**src/rtl/hcfg_pkg.sv**
```systemverilog
package hcfg_pkg;
  // Index decodes the neighbours rely on
  localparam logic [7:0] IX_STAT_LO = 8'h06;
  localparam logic [7:0] IX_STAT_HI = 8'h07;
  localparam logic [7:0] IX_REV     = 8'h08;
  localparam logic [7:0] IX_CLS_0   = 8'h09;
  localparam logic [7:0] IX_CLS_1   = 8'h0A;
  localparam logic [7:0] IX_CLS_2   = 8'h0B;
  localparam logic [7:0] IX_LINE    = 8'h0C;
  localparam logic [7:0] IX_LAT     = 8'h0D;
  localparam logic [7:0] IX_CTL     = 8'h40;

  localparam int DPD_BIT  = 0;  // bit of the high status byte
  localparam int FBB_BIT  = 7;  // bit of the low status byte
  localparam logic [7:0] CTL_MASK = 8'h7E;

  typedef struct packed {
    logic       single_write;
    logic       single_read;
    logic       retry_busy;
    logic       slv_wbuf_en;
    logic       line_read_en;
    logic       burst_en;
  } ctl_fields_t;
endpackage

```
**src/rtl/hcfg_req_port.sv**
```systemverilog
module hcfg_req_port #(
  parameter int IDX_W = 8,
  parameter int DW    = 8
) (
  input  logic             clk,
  input  logic             rst_n,
  input  logic             req_valid,
  output logic             req_ready,
  input  logic             req_write,
  input  logic [IDX_W-1:0] req_index,
  input  logic [DW-1:0]    req_wdata,
  output logic             rsp_valid,
  input  logic             rsp_ready,
  output logic [DW-1:0]    rsp_data,
  input  logic [DW-1:0]    rd_data,
  output logic             wr_en,
  output logic [IDX_W-1:0] wr_index,
  output logic [DW-1:0]    wr_data
);
  logic fire;

  assign req_ready = !rsp_valid || rsp_ready;
  assign fire      = req_valid && req_ready;
  assign wr_en     = fire && req_write;
  assign wr_index  = req_index;
  assign wr_data   = req_wdata;

  always_ff @(posedge clk) begin
    if (!rst_n) begin
      rsp_valid <= 1'b0;
      rsp_data  <= '0;
    end else if (fire && !req_write) begin
      rsp_valid <= 1'b1;
      rsp_data  <= rd_data;
    end else if (rsp_ready) begin
      rsp_valid <= 1'b0;
    end
  end
endmodule

```
**src/rtl/hcfg_parity_status.sv**
```systemverilog
module hcfg_parity_status (
  input  logic clk,
  input  logic rst_n,
  input  logic perr_active,
  input  logic bus_master_cycle,
  input  logic perr_resp_en,
  input  logic clr_req,
  output logic dpd
);
  logic set_evt;

  assign set_evt = perr_active && bus_master_cycle && perr_resp_en;

  // A set event outranks a same-cycle clear
  always_ff @(posedge clk) begin
    if (!rst_n)       dpd <= 1'b0;
    else if (set_evt) dpd <= 1'b1;
    else if (clr_req) dpd <= 1'b0;
  end
endmodule

```
**src/rtl/hcfg_regs.sv**
```systemverilog
module hcfg_regs
  import hcfg_pkg::*;
#(
  parameter int          IDX_W      = 8,
  parameter int          LAT_W      = 5,
  parameter logic [7:0]  REV_ID     = 8'h00,
  parameter logic [23:0] CLASS_CODE = 24'h060000
) (
  input  logic             clk,
  input  logic             rst_n,
  input  logic             wr_en,
  input  logic [IDX_W-1:0] wr_index,
  input  logic [7:0]       wr_data,
  input  logic [IDX_W-1:0] rd_index,
  input  logic             dpd,
  output logic [7:0]       rd_data,
  output logic [LAT_W-1:0] lat_q,
  output ctl_fields_t      ctl_q
);
  localparam int CLS_BYTES = 3;
  localparam logic [7:0] LAT_MASK = 8'((1 << LAT_W) - 1);

  logic [7:0] ctl_byte;
  logic [7:0] cls_byte [CLS_BYTES];

  for (genvar b = 0; b < CLS_BYTES; b++) begin : g_cls
    assign cls_byte[b] = CLASS_CODE[8*b +: 8];
  end

  always_ff @(posedge clk) begin
    if (!rst_n) begin
      lat_q    <= '0;
      ctl_byte <= '0;
    end else if (wr_en) begin
      if (wr_index == IDX_W'(IX_LAT)) lat_q    <= wr_data[LAT_W-1:0];
      if (wr_index == IDX_W'(IX_CTL)) ctl_byte <= wr_data & CTL_MASK;
    end
  end

  assign ctl_q = ctl_fields_t'(ctl_byte[6:1]);

  always_comb begin
    rd_data = 8'h00;
    unique case (rd_index)
      IDX_W'(IX_STAT_LO): rd_data[FBB_BIT] = 1'b1;
      IDX_W'(IX_STAT_HI): rd_data[DPD_BIT] = dpd;
      IDX_W'(IX_REV):     rd_data = REV_ID;
      IDX_W'(IX_CLS_0):   rd_data = cls_byte[0];
      IDX_W'(IX_CLS_1):   rd_data = cls_byte[1];
      IDX_W'(IX_CLS_2):   rd_data = cls_byte[2];
      IDX_W'(IX_LINE):    rd_data = 8'h00;
      IDX_W'(IX_LAT):     rd_data = 8'(lat_q) & LAT_MASK;
      IDX_W'(IX_CTL):     rd_data = ctl_byte;
      default:            rd_data = 8'h00;
    endcase
  end
endmodule

```
**src/rtl/host_cfg_space.sv**
```systemverilog
module host_cfg_space
  import hcfg_pkg::*;
#(
  parameter int          IDX_W      = 8,
  parameter int          LAT_W      = 5,
  parameter logic [7:0]  REV_ID     = 8'h00,
  parameter logic [23:0] CLASS_CODE = 24'h060000
) (
  input  logic             clk,
  input  logic             rst_n,
  input  logic             req_valid,
  output logic             req_ready,
  input  logic             req_write,
  input  logic [IDX_W-1:0] req_index,
  input  logic [7:0]       req_wdata,
  output logic             rsp_valid,
  input  logic             rsp_ready,
  output logic [7:0]       rsp_data,
  input  logic             perr_active,
  input  logic             bus_master_cycle,
  input  logic             perr_resp_en,
  output logic             dpd_status,
  output logic [LAT_W-1:0] lat_timer,
  output logic             ctl_single_write,
  output logic             ctl_single_read,
  output logic             ctl_retry_busy,
  output logic             ctl_slv_wbuf_en,
  output logic             ctl_line_read_en,
  output logic             ctl_burst_en
);
  logic             wr_en;
  logic [IDX_W-1:0] wr_index;
  logic [7:0]       wr_data;
  logic [7:0]       rd_data;
  logic             clr_req;
  ctl_fields_t      ctl_q;

  hcfg_req_port #(.IDX_W(IDX_W), .DW(8)) u_port (
    .clk       (clk),
    .rst_n     (rst_n),
    .req_valid (req_valid),
    .req_ready (req_ready),
    .req_write (req_write),
    .req_index (req_index),
    .req_wdata (req_wdata),
    .rsp_valid (rsp_valid),
    .rsp_ready (rsp_ready),
    .rsp_data  (rsp_data),
    .rd_data   (rd_data),
    .wr_en     (wr_en),
    .wr_index  (wr_index),
    .wr_data   (wr_data)
  );

  assign clr_req = wr_en && (wr_index == IDX_W'(IX_STAT_HI)) && wr_data[DPD_BIT];

  hcfg_parity_status u_stat (
    .clk              (clk),
    .rst_n            (rst_n),
    .perr_active      (perr_active),
    .bus_master_cycle (bus_master_cycle),
    .perr_resp_en     (perr_resp_en),
    .clr_req          (clr_req),
    .dpd              (dpd_status)
  );

  hcfg_regs #(
    .IDX_W(IDX_W), .LAT_W(LAT_W), .REV_ID(REV_ID), .CLASS_CODE(CLASS_CODE)
  ) u_regs (
    .clk      (clk),
    .rst_n    (rst_n),
    .wr_en    (wr_en),
    .wr_index (wr_index),
    .wr_data  (wr_data),
    .rd_index (req_index),
    .dpd      (dpd_status),
    .rd_data  (rd_data),
    .lat_q    (lat_timer),
    .ctl_q    (ctl_q)
  );

  assign ctl_single_write = ctl_q.single_write;
  assign ctl_single_read  = ctl_q.single_read;
  assign ctl_retry_busy   = ctl_q.retry_busy;
  assign ctl_slv_wbuf_en  = ctl_q.slv_wbuf_en;
  assign ctl_line_read_en = ctl_q.line_read_en;
  assign ctl_burst_en     = ctl_q.burst_en;
endmodule

```
**config.mk**
```make
export PLATFORM = sky130hd
export DESIGN_NAME = host_cfg_space
export DESIGN_NICKNAME = d
export VERILOG_FILES = /design/src/rtl/hcfg_pkg.sv /design/src/rtl/hcfg_req_port.sv /design/src/rtl/hcfg_parity_status.sv /design/src/rtl/hcfg_regs.sv /design/src/rtl/host_cfg_space.sv
export SDC_FILE = /design/constraint.sdc
export NUM_CORES = 1
export LEC_CHECK = 0
export CAP_MARGIN = 5
export CORE_MARGIN = 2
export CORE_UTILIZATION = 39
export DETAILED_ROUTE_END_ITERATION = 10
export PLACE_DENSITY = 0.78
export SETUP_SLACK_MARGIN = 0.05
export SYNTH_ARGS = -nofsm -noshare
export SYNTH_HDL_FRONTEND = slang
export SYNTH_SLANG_ARGS = --single-unit
```
**constraint.sdc**
```tcl
create_clock -name clk -period 1.8 [get_ports clk]
set_input_delay 0.18 -clock clk [delete_from_list [all_inputs] [get_ports clk]]
set_output_delay 0.18 -clock clk [all_outputs]
set_load 0.03 [all_outputs]
```
### Word-level counts from Yosys, hierarchy flattened

Cells that the tools add are included.
W data, S select, Z words.

| cells by class | value |
|---|---|
| muxes and demuxes | 7 |
| reduce and logical (&&, ||, !) cells | 14 |
| equality and inequality tests | 5 |

Operators with widths:

| operator | number |
|---|---|
| $pmux W6 S3 | 1 |
| $eq A8 B3 Y1 const B | 2 |
| $eq A8 B4 Y1 const B | 2 |
| $eq A8 B7 Y1 const B | 1 |
| $logic_and A1 B1 Y1 | 7 |
| $mux W1 | 5 |
| $reduce_and A2 Y1 | 2 |
| $reduce_bool A2 Y1 | 2 |
| $logic_not A1 Y1 | 2 |
| $pmux W1 S2 | 1 |
| $logic_or A1 B1 Y1 | 1 |

| storage, ports and cells | value |
|---|---|
| register bits | 21 |
| output and inout port bits | 22 |
| bits of input ports | 24 |
| logic and storage cells | 31 |

### Depth between registers and ports, before layout

Gate-level depths: netlist (run 1).

| logic depth | value |
|---|---|
| depth after elaboration | 8 |
| depth in mapped cells | 6 |
| gate-level depth less buffers | 5 |

### Hierarchy

A second synthesis (run 1) with hierarchy kept.

| unflattened totals | value |
|---|---|
| cell total of the unflattened synthesis | 131 |
| area, all modules | 1206.2 µm² |

Modules (own cells, without submodules):

| module | sequential area each (µm²) | area each (µm²) | instances | cells an instance |
|---|---|---|---|---|
| hcfg_regs | 220.2 | 619.3 | 1 | 67 |
| hcfg_req_port | 180.2 | 516.7 | 1 | 57 |
| hcfg_parity_status | 20.0 | 37.5 | 1 | 4 |
| host_cfg_space | 0.0 | 32.5 | 1 | 3 |

### Worst setup path before layout (run 1)

No wires, ideal clock.

| timing | value |
|---|---|
| path type | flip-flop to flip-flop |
| from | register u_port.rsp_valid |
| to | register u_port.rsp_data[2] |
| data arrival time | 1.747 ns |
| stages on the path, launching flop included | 7 |
| period minus slack after synthesis | 1.826 ns |
| buffers on the path | 1 |
| setup time | 0.079 ns |
| data required time | 1.721 ns |
| slack | -0.026 ns |
| cell sequence | dfxtp_1 -> nor2b_1 -> inv_2 -> nand2b_1 -> clkbuf_1 -> a22oi_1 -> o211ai_1 |

| between the ends | value |
|---|---|
| word-level cells in the longest chain between the ends | 4 |

RTL lines:

| element | line | source |
|---|---|---|
| start, declared | hcfg_req_port.sv:12 | `output logic rsp_valid,` |
| start signal, assigned | hcfg_req_port.sv:30 | `rsp_valid <= 1'b0;` |
| start signal, assigned | hcfg_req_port.sv:33 | `rsp_valid <= 1'b1;` |
| start signal, assigned | hcfg_req_port.sv:36 | `rsp_valid <= 1'b0;` |
| $logic_not A1 Y1 | hcfg_req_port.sv:22 | `assign req_ready = !rsp_valid \|\| rsp_ready;` |
| $logic_or A1 B1 Y1 | hcfg_req_port.sv:22 |  |
| named net req_ready | host_cfg_space.sv:12 | `output logic req_ready,` |
| $logic_and A1 B1 Y1 | hcfg_req_port.sv:23 | `assign fire = req_valid && req_ready;` |
| $logic_and A1 B1 Y1 | hcfg_req_port.sv:32 | `end else if (fire && !req_write) begin` |
| end signal, assigned | hcfg_req_port.sv:34 | `rsp_data <= rd_data;` |
| end, declared | hcfg_req_port.sv:14 | `output logic [DW-1:0] rsp_data,` |

The timed path passes the listed nets, and every way through them passes these cells.
A chain may end at the register's enable or synchronous reset.

### Worst setup path in the final report (run 1)

| timing | value |
|---|---|
| from | register u_port.rsp_valid |
| to | output port req_ready |

| between the ends | value |
|---|---|
| word-level cells in the longest chain between the ends | 2 |

RTL lines:

| element | line |
|---|---|
| $logic_not A1 Y1 | hcfg_req_port.sv:22 |
| $logic_or A1 B1 Y1 | hcfg_req_port.sv:22 |
| end, declared | host_cfg_space.sv:12 |

No other way between the ends.

==> run summary, run 1 <==
Max Cap Viol -> 0
Post-synth ARST share -> 0%
layout cells sized above 1 -> 16.1%
nature of the critical path startpoint -> flop
Worst-Margin Slew -> 0.440 ns
main area contributors after synthesis -> dfxtp_1 (44%), mux2i_1 (12%), nand2_1 (7.1%), nor2_1 (5.2%), nand4_1 (4.0%)
initial antenna violation count -> 0
die width -> 53.3 µm
Clk Latency, worst-skew pair -> 0.30 ns
root buf cell -> clkbuf_4
DRC violations left -> 0
Synth Net Count -> 131
Routed WL -> 2.95 mm
Tcrit/Tclk final -> 93.7%
CP required -> 1.62 ns
multi-input logic area -> 507 µm²
Layout Cell Area excl Fill -> 1570 µm²
vias in the first global route -> 1,074
status -> completed
clock slew at the register clock pins of the worst setup and hold paths -> 0.12 ns
Synth Flop Type -> dfxtp_1
Post-Place Setup Slack -> -0.189 ns
grt total ovfl -> 0
final setup violation count -> 0
die height -> 53.3 µm
Antenna diodes -> 0
CTS tree -> yes
area delta synth->final -> 65.5%
Nets -> 193
Iter 0 DRT Violations -> 62
Arr. time, crit path -> 1.51 ns
first-pass GRT wire length -> 4.66 mm
Placeable Area -> 2250 µm²
Setup Skew -> 0.00196 ns
synthesis-stage register bit count -> 21
Setup Buffers After CTS -> 0
Post-DP HPWL -> 2.35 mm
die footprint -> 2840 µm²
sequential share of the synthesized area -> 44.4%
CP Max Fanout -> 3
Peak VDD IR -> 0.500 mV
Total GRT Usage -> 22.8%
Final Hold Fails -> 0
Distinct cells, synth -> 23
FF+latch area -> 420 µm²
number of warnings issued by yosys -> 0
Vias/cell -> 5.35
pin count of the biggest net entering global routing -> 16
Synth top area share -> 44.4%
vias -> 1,048
Setup crit end kind -> output pin
final design utilization -> 69.5%
worst min path class -> in2reg
Hold Worst Slack -> 0.448 ns
fin worst setup slack -> 0.113 ns
TritonCTS buffer count -> 3
Tmin final -> 1.69 ns
Mapped Area -> 947 µm²
worst reg2reg setup slack -> 0.35 ns
RSZ-0062 raised after global routing -> no
Starting Density -> 42.0%
WS Path Type -> reg2out
Post-synth EDFFs -> 0
Pre-antenna DRT Iters -> 4
top-level port count -> 46
Synth area leader -> dfxtp_1
CTS Buffer Depth -> 2
H-tree lvl count -> 1
Leakage -> 0.589 nW
mean area per synthesized cell -> 8.85 µm²
IO Port Bufs -> 44
DP Area -> 1540 µm²
Row Count -> 17
fill count -> 199
WL/cell -> 15.1 µm
setup tns final -> 0 ns
Pwr Density -> 531 nW/µm²
GPL Wtd Cong -> 0.873
# clock sinks -> 21
Routed Antenna Nets -> 0
final slew viol count -> 0
gate count after technology mapping -> 107
Fmax -> 593 MHz
Rel. slew slack -> 70.4%
Yosys cell counts (all sizes together) (2+ instances only):
master and instances:
a21oi 2, o211ai 3, clkbuf 3, a31oi 2
nand2 18, dfxtp 21, inv 2, nor4 5
a22oi 4, nand2b 3, nand4 6, nor2 13
nand3 7, mux2i 11
stage by stage:
step | total power, mW | instances
2_1_floorplan | 0.523 | 107
3_5_place_dp | 0.616 | 192
5_1_grt | 0.872 | 196
6_report | 0.833 | 196
3_3_place_gp | 0.610 | 192
4_1_cts | 0.841 | 196
cell usage in the layout, fill, tap and decap left out, drive strengths merged:
cell type       n
inv             2
clkdlybuf4s50  44
dfxtp          21
or4b            1
a22oi           4
nand3           7
nand4           6
and2            1
a31oi           2
nor2           13
a41oi           1
nand2          18
buf            17
a21oi           2
nand2b          3
clkbuf          4
a41o            1
nor4            5
o211ai          3
or4             1
nor2b           1
mux2i          11
area by class of cell:
| class | count | share of cell area, % |
|---|---|---|
| Timing Repair Buffer | 61 | 36.5 |
| Inverter | 2 | 0.479 |
| Multi-Input combinational cell | 80 | 32.3 |
| Clock buffer | 4 | 1.68 |
| Tap cell | 28 | 2.23 |
| Sequential cell | 21 | 26.8 |
per-layer routing:
layer / track usage [%] / up-vias / wire length (µm) / part of all wire [%]
met5: 0 / - / 0 / 0
met4: 10.3 / 0 / 46 / 1.6
met3: 1.98 / 6 / 171 / 5.8
met2: 41.6 / 53 / 1560 / 53
met1: 26.6 / 478 / 1180 / 40
li1: - / 511 / - / -
power by group:
group | total [mW] | switching [mW] | internal (mW)
sequential | 0.469 | 0.00173 | 0.467
combinational | 0.137 | 0.0614 | 0.0755
clock | 0.227 | 0.141 | 0.0863
total | 0.833 | 0.204 | 0.629
flip-flops by register name (all words and copies together), names as in the netlist:
signal            count
u_regs.ctl_byte       6
u_port.rsp_valid      1
u_port.rsp_data       8
u_regs.lat_q          5
u_stat.dpd            1
logic make-up after synthesis:
kind of cell           count (synthesis)  share of synthesized area, %
multiplexers                          11                          11.6
buffers and inverters                  6                          2.38
flip-flops                            21                          44.4
AO/OA/AOI/OAI                         13                          9.91
AND/OR/NAND/NOR                       56                          31.7
what timing repair did:
action / CTS / global route
endpoints found under the hold margin: 0 / 0
endpoints found under the setup margin: 0 / 2
hold buffers: 0 / 0
resized for setup: 0 / 1
worst max-delay path, stage by stage (launching register included):
cell	delay (ns)
dfxtp_1	0.33
nor2b_2	0.16
inv_2	0.06
clkdlybuf4s50_1	0.66
final timing paths:
| check | to | depth (start not counted) | startpoint |
|---|---|---|---|
| setup reg to reg | u_regs.ctl_byte[1]$_SDFFE_PN0P_ | 6 | u_port.rsp_valid$_SDFFE_PN0P_ |
| setup / recovery | req_ready | 3 | u_port.rsp_valid$_SDFFE_PN0P_ |
| hold reg to reg | u_port.rsp_data[7]$_SDFFE_PN0P_ | 2 | u_port.rsp_data[7]$_SDFFE_PN0P_ |
| hold / removal | u_regs.lat_q[4]$_SDFFE_PN0P_ | 3 | req_wdata[4] |
Power figures use the tool's default switching activity.
==> run 2, diff against run 1 <==
SKIP_CTS_REPAIR_TIMING = 1   (was default)
==> results of run 2 <==
The final DEF is identical to that of run 1; final timing and power are the same.
==> run 3, diff against run 2 <==
CTS_CLUSTER_SIZE = 8   (was default)
GPL_TIMING_DRIVEN = 1   (was default)
==> results of run 3 <==
The final DEF is identical to that of run 1; final timing and power are the same.
